===== config.mk =====
export PLATFORM = sky130hd
export DESIGN_NAME = pfce_gate
export DESIGN_NICKNAME = d
export VERILOG_FILES = /design/src/rtl/pfce_pkg.sv /design/src/rtl/pfce_sync.sv /design/src/rtl/pfce_timer.sv /design/src/rtl/pfce_fsm.sv /design/src/rtl/pfce_gate.sv
export SDC_FILE = /design/constraint.sdc
export NUM_CORES = 1
export LEC_CHECK = 0
export BUFFER_PORTS_ARGS = -buffer_cell sky130_fd_sc_hd__buf_2
export CORE_ASPECT_RATIO = 1.4
export CORE_UTILIZATION = 35
export CTS_BUF_LIST = sky130_fd_sc_hd__clkbuf_16
export CTS_CLUSTER_SIZE = 30
export DETAILED_ROUTE_END_ITERATION = 8
export PLACE_DENSITY_LB_ADDON = 0.2
export SLEW_MARGIN = 20
export SYNTH_ARGS = -nofsm -noshare
export SYNTH_HDL_FRONTEND = slang
export SYNTH_SLANG_ARGS = --single-unit

===== constraint.sdc =====
create_clock -name clk -period 2.8 [get_ports clk]
set_input_delay 0.56 -clock clk [delete_from_list [all_inputs] [get_ports clk]]
set_output_delay 0.56 -clock clk [all_outputs]
set_load 0.005 [all_outputs]

===== src/rtl/pfce_pkg.sv =====
package pfce_pkg;

    typedef enum logic [1:0] {
        ST_PASS    = 2'd0,
        ST_DRAIN   = 2'd1,
        ST_PROTECT = 2'd2,
        ST_RECOVER = 2'd3
    } gate_state_e;

    typedef struct packed {
        gate_state_e state;
        logic        protect;
    } gate_ctl_t;

    localparam gate_ctl_t CTL_RESET = '{state: ST_PROTECT, protect: 1'b1};

    function automatic int unsigned cnt_width(int unsigned a, int unsigned b);
        int unsigned m;
        m = (a > b) ? a : b;
        return (m < 2) ? 1 : $clog2(m + 1);
    endfunction

    function automatic logic holds_protect(gate_state_e s);
        return (s == ST_PROTECT) || (s == ST_RECOVER);
    endfunction

endpackage


===== src/rtl/pfce_sync.sv =====
module pfce_sync #(
    parameter int unsigned STAGES  = 2,
    parameter logic        RST_VAL = 1'b1
) (
    input  logic clk,
    input  logic rst,
    input  logic d,
    output logic q
);
    logic [STAGES-1:0] chain;

    always_ff @(posedge clk) begin
        if (rst) chain <= {STAGES{RST_VAL}};
        else     chain <= {chain[STAGES-2:0], d};
    end

    assign q = chain[STAGES-1];
endmodule


===== src/rtl/pfce_timer.sv =====
module pfce_timer #(
    parameter int unsigned W = 8
) (
    input  logic         clk,
    input  logic         rst,
    input  logic         clr,
    input  logic         en,
    output logic [W-1:0] count
);
    always_ff @(posedge clk) begin
        if (rst)      count <= '0;
        else if (clr) count <= '0;
        else if (en)  count <= count + 1'b1;
    end
endmodule


===== src/rtl/pfce_fsm.sv =====
module pfce_fsm
    import pfce_pkg::*;
#(
    parameter int unsigned WPT_CYCLES = 4000,
    parameter int unsigned REC_CYCLES = 8000000,
    parameter int unsigned CW         = 24
) (
    input  logic          clk,
    input  logic          rst,
    input  logic          fail_s,
    input  logic          ce_req_n,
    input  logic [CW-1:0] count,
    output gate_state_e   state,
    output logic          protect_q,
    output logic          tmr_clr,
    output logic          tmr_en
);
    localparam logic [CW-1:0] WPT_LAST = CW'(WPT_CYCLES - 1);
    localparam logic [CW-1:0] REC_LAST = CW'(REC_CYCLES - 1);

    gate_ctl_t   ctl_q;
    gate_ctl_t   ctl_d;
    gate_state_e nxt;

    always_comb begin
        nxt = ctl_q.state;
        unique case (ctl_q.state)
            ST_PASS:    if (fail_s) nxt = ce_req_n ? ST_PROTECT : ST_DRAIN;
            ST_DRAIN:   if (ce_req_n || count == WPT_LAST) nxt = ST_PROTECT;
            ST_PROTECT: if (!fail_s) nxt = ST_RECOVER;
            ST_RECOVER: begin
                if (fail_s)                nxt = ST_PROTECT;
                else if (count == REC_LAST) nxt = ST_PASS;
            end
            default:    nxt = ST_PROTECT;
        endcase
        ctl_d.state   = nxt;
        ctl_d.protect = holds_protect(nxt);
    end

    always_ff @(posedge clk) begin
        if (rst) ctl_q <= CTL_RESET;
        else     ctl_q <= ctl_d;
    end

    assign state     = ctl_q.state;
    assign protect_q = ctl_q.protect;
    assign tmr_clr   = (nxt != ctl_q.state);
    assign tmr_en    = (ctl_q.state == ST_DRAIN) || (ctl_q.state == ST_RECOVER);
endmodule


===== src/rtl/pfce_gate.sv =====
module pfce_gate
    import pfce_pkg::*;
#(
    parameter int unsigned WPT_CYCLES  = 4000,
    parameter int unsigned REC_CYCLES  = 8000000,
    parameter int unsigned SYNC_STAGES = 2
) (
    input  logic clk,
    input  logic rst,
    input  logic ce_req_n,
    input  logic pwr_fail_async,
    input  logic thresh_sel_in,
    output logic thresh_sel_out,
    output logic ce_mem_n
);
    localparam int unsigned CW = cnt_width(WPT_CYCLES, REC_CYCLES);

    logic          fail_sync;
    logic [CW-1:0] tmr_count;
    logic          tmr_clr;
    logic          tmr_en;
    logic          protect_q;
    gate_state_e   state;

    pfce_sync #(.STAGES(SYNC_STAGES), .RST_VAL(1'b1)) u_sync (
        .clk (clk),
        .rst (rst),
        .d   (pwr_fail_async),
        .q   (fail_sync)
    );

    pfce_timer #(.W(CW)) u_timer (
        .clk   (clk),
        .rst   (rst),
        .clr   (tmr_clr),
        .en    (tmr_en),
        .count (tmr_count)
    );

    pfce_fsm #(.WPT_CYCLES(WPT_CYCLES), .REC_CYCLES(REC_CYCLES), .CW(CW)) u_fsm (
        .clk       (clk),
        .rst       (rst),
        .fail_s    (fail_sync),
        .ce_req_n  (ce_req_n),
        .count     (tmr_count),
        .state     (state),
        .protect_q (protect_q),
        .tmr_clr   (tmr_clr),
        .tmr_en    (tmr_en)
    );

    assign ce_mem_n       = ce_req_n | protect_q;
    assign thresh_sel_out = thresh_sel_in;
endmodule


==> flow_summary.yaml <==
route:
  dr.pass1.iters: 4
  drc: 0
  antenna_left: 0
  via_per_inst: 5.569
  wl_um: 2962
  via_count: 1164
  wl_per_cell_um: 14.17
  drt_first_iter_violations: 51
yosys:
  synth_flop_cell: "dfxtp_1"
  ys_async_sr_fraction: 0
  syn_area_sq_mm: 0.001405
  yosysSeqAreaShare: 0.3989
  synth_nets: 168
  synth_top_area_frac: 0.3989
  synth_warnings: 0
  synth_most_common_cell: "dfxtp_1"
  syn_inst: 162
  synth_top_cell_by_area: "dfxtp_1"
  ys_top_cells_by_area: "dfxtp_1 (40%), xor2_1 (9.3%), nor2_1 (7.2%)"
  synth_seq_cells: 28
  synth-edff-count: 0
  synthDistinctLibCells: 37
  syn_area_per_cell_sq_um: 8.673
  synth_common_cells: "dfxtp_1 (28), nor2_1 (27), xor2_1 (15)"
sta:
  layout_min_cycle_time_ps: 2217
  tightest_slew_ps: 707.6
  timing.final.hold_violations: 0
  fin_tns_setup_ps: 0
  rsz0062_at_grt: "no"
  fmax_mhz: 451.0
  drv_slew: 0
  fin_crit_sh: 0.7919
  skew_ps: 4.717
  slew-limit-headroom: 0.5239
  finalSetupViolations: 0
die:
  start_util: 0.3756
  dieArea_sq_mm: 0.004276
  rows: 26
  io_pins: 7
  die_x_um: 55.55
  die_h_um: 76.97
  core_area_sq_mm: 0.003741
place:
  gp_congestion: 0.8849
  dpl.hpwl_um: 2278
  io_buffer_count: 4
grt:
  grt_pass1_vias: 1197
  grt_pass1_wl_um: 5216
  grt_start_max_net_pins: 21
  grt_overflow: 0
  grt_usage: 0.1544
  antenna_found_initial: 0
power:
  vdd_drop_max_uv: 422.0
  comb_power_share: 0.031
  power.share.switching: 0.1970
  p_leak_uw: 0.0005291
  switchingPower_uw: 147.2
  clkPwrFrac: 0.432
  intPower_uw: 599.9
  power.density_mw_per_mm2: 485.8
  seqPwrFrac: 0.538
clock_network:
  cts_resized: 0
  cts_setup_buffers: 0
  h-tree-depth: 1
  cts_tree: "yes"
  postCtsHoldBufs: 0
  insertion_delay_ps: 260
  numCtsBuffers: 3
  clock-root-buffer: "clkbuf_16"
  path_clk_slew_ps: 60
  cts_num_sinks: 28
  cts_buffer_depth: 2
setup_path:
  reg2regPathDepth: 6
  start_kind: "flop"
  cp_top_family: "simple AND/OR/NAND/NOR gates"
  cp_num_buf_inv: 1
  critical_path.slowest_cell: "or4b_1"
  cpPeakStageDelay_ps: 580
  worstSetupPathType: "reg2reg"
  r2r_start: "u_timer.count[9]$_SDFFE_PP0P_"
  cp.required_ps: 2950
  crit_arrival_ps: 2370
  crit_chain: "or4b_1, nor4_2, a211oi_1, o31ai_2, buf_4, nor2_1"
  path_max_fanout: 20
  crit_cells: 6
  endpoint_kind: "flop"
  cp-startpoint: "u_timer.count[9]$_SDFFE_PP0P_"
cells_and_area:
  final_core_util: 0.4110
  fillers: 380
  syn_to_final_growth_pct: 9.439
  diodes: 0
  nets: 174
  layout-drive-gt1-share: 0.1198
min_path:
  hp-start: "u_sync.chain[0]$_SDFF_PP1_"
  hold_path.class: "reg2reg"
  whs_path_depth: 1
outcome:
  outcome: "finished clean"
flow_run:
  maxCapViolCount: 0
[final cells by class]
| class | count | area (sq um) | share of cell area |
|---|---|---|---|
| clock buffer | 3 | 75.07 | 0.04882 |
| clock inverter | 1 | 3.754 | 0.002441 |
| inverter | 4 | 15.01 | 0.009764 |
| multi-input combinational | 126 | 803.3 | 0.5224 |
| sequential | 28 | 560.5 | 0.3645 |
| tap | 42 | 52.55 | 0.03417 |
| timing repair buffer | 5 | 27.53 | 0.01790 |
[cells in the final DEF, fill, tap and decap left out, types with 5 or more instances in the layout]
cell / count
nor2_1: 27
xor2_1: 15
or2_2: 6
nand3_1: 9
nor4_1: 5
a21oi_1: 6
nand2_1: 10
dfxtp_1: 28
xnor2_1: 5
nand4_1: 7
[registers in the layout, summed over array words and instances, names as in the netlist]
register / cells
u_fsm.state: 2
u_sync.chain: 2
u_fsm.protect_q: 1
u_timer.count: 23
[metal layers]
layer | track usage | routed length [um] | vias to the layer above
met1 | 0.1674 | 1289 | 547
met4 | 0.09250 | 110 | 0
li1 | - | - | 589
met5 | 0 | 0 | -
met2 | 0.2723 | 1481 | 18
met3 | 0.03035 | 80 | 10
[path summary, 6_finish.rpt]
kind / to / slack (ps)
hold / removal: u_sync.chain[1]$_SDFF_PP1_ / 410
setup reg to reg: u_timer.count[8]$_SDFFE_PP0P_ / 580
hold reg to reg: u_sync.chain[1]$_SDFF_PP1_ / 410
setup / recovery: u_timer.count[8]$_SDFFE_PP0P_ / 580
[through the flow]
| stage | hold slack [ps] | setup WS [ps] | area [sq um] | cells | power, uW |
|---|---|---|---|---|---|
| 2_1_floorplan | 389.5 | 885.1 | 1405 | 162 | 428.7 |
| 3_3_place_gp | 399.3 | 627.3 | 1459 | 205 | 433.8 |
| 3_5_place_dp | 396.1 | 606.4 | 1459 | 205 | 434.3 |
| 4_1_cts | 416.5 | 593.8 | 1538 | 209 | 757.3 |
| 5_1_grt | 438.5 | 437.8 | 1538 | 209 | 776.7 |
| 6_report | 412.8 | 582.6 | 1538 | 209 | 747.1 |
[power groups by stage]
stage	Combinational [uW]	Clock, uW	Sequential (uW)
2_1_floorplan	19.1	0	410
3_3_place_gp	23.0	0	411
3_5_place_dp	23.5	0	411
4_1_cts	23.6	332	402
5_1_grt	26.1	349	402
6_report	23.1	322	402
[logic make-up (layout without fill, tap and decap cells)]
family | after synthesis | count (layout) | synth area share
AOI/OAI and AO/OA | 18 | 18 | 0.08728
adders and majority gates | 1 | 1 | 0.008903
DFF | 28 | 28 | 0.3989
and+or+nand+nor | 87 | 87 | 0.3509
xor gates and xnor gates | 20 | 20 | 0.1247
buffers and inverters | 8 | 13 | 0.02938
(Power assumes the default switching activity.)
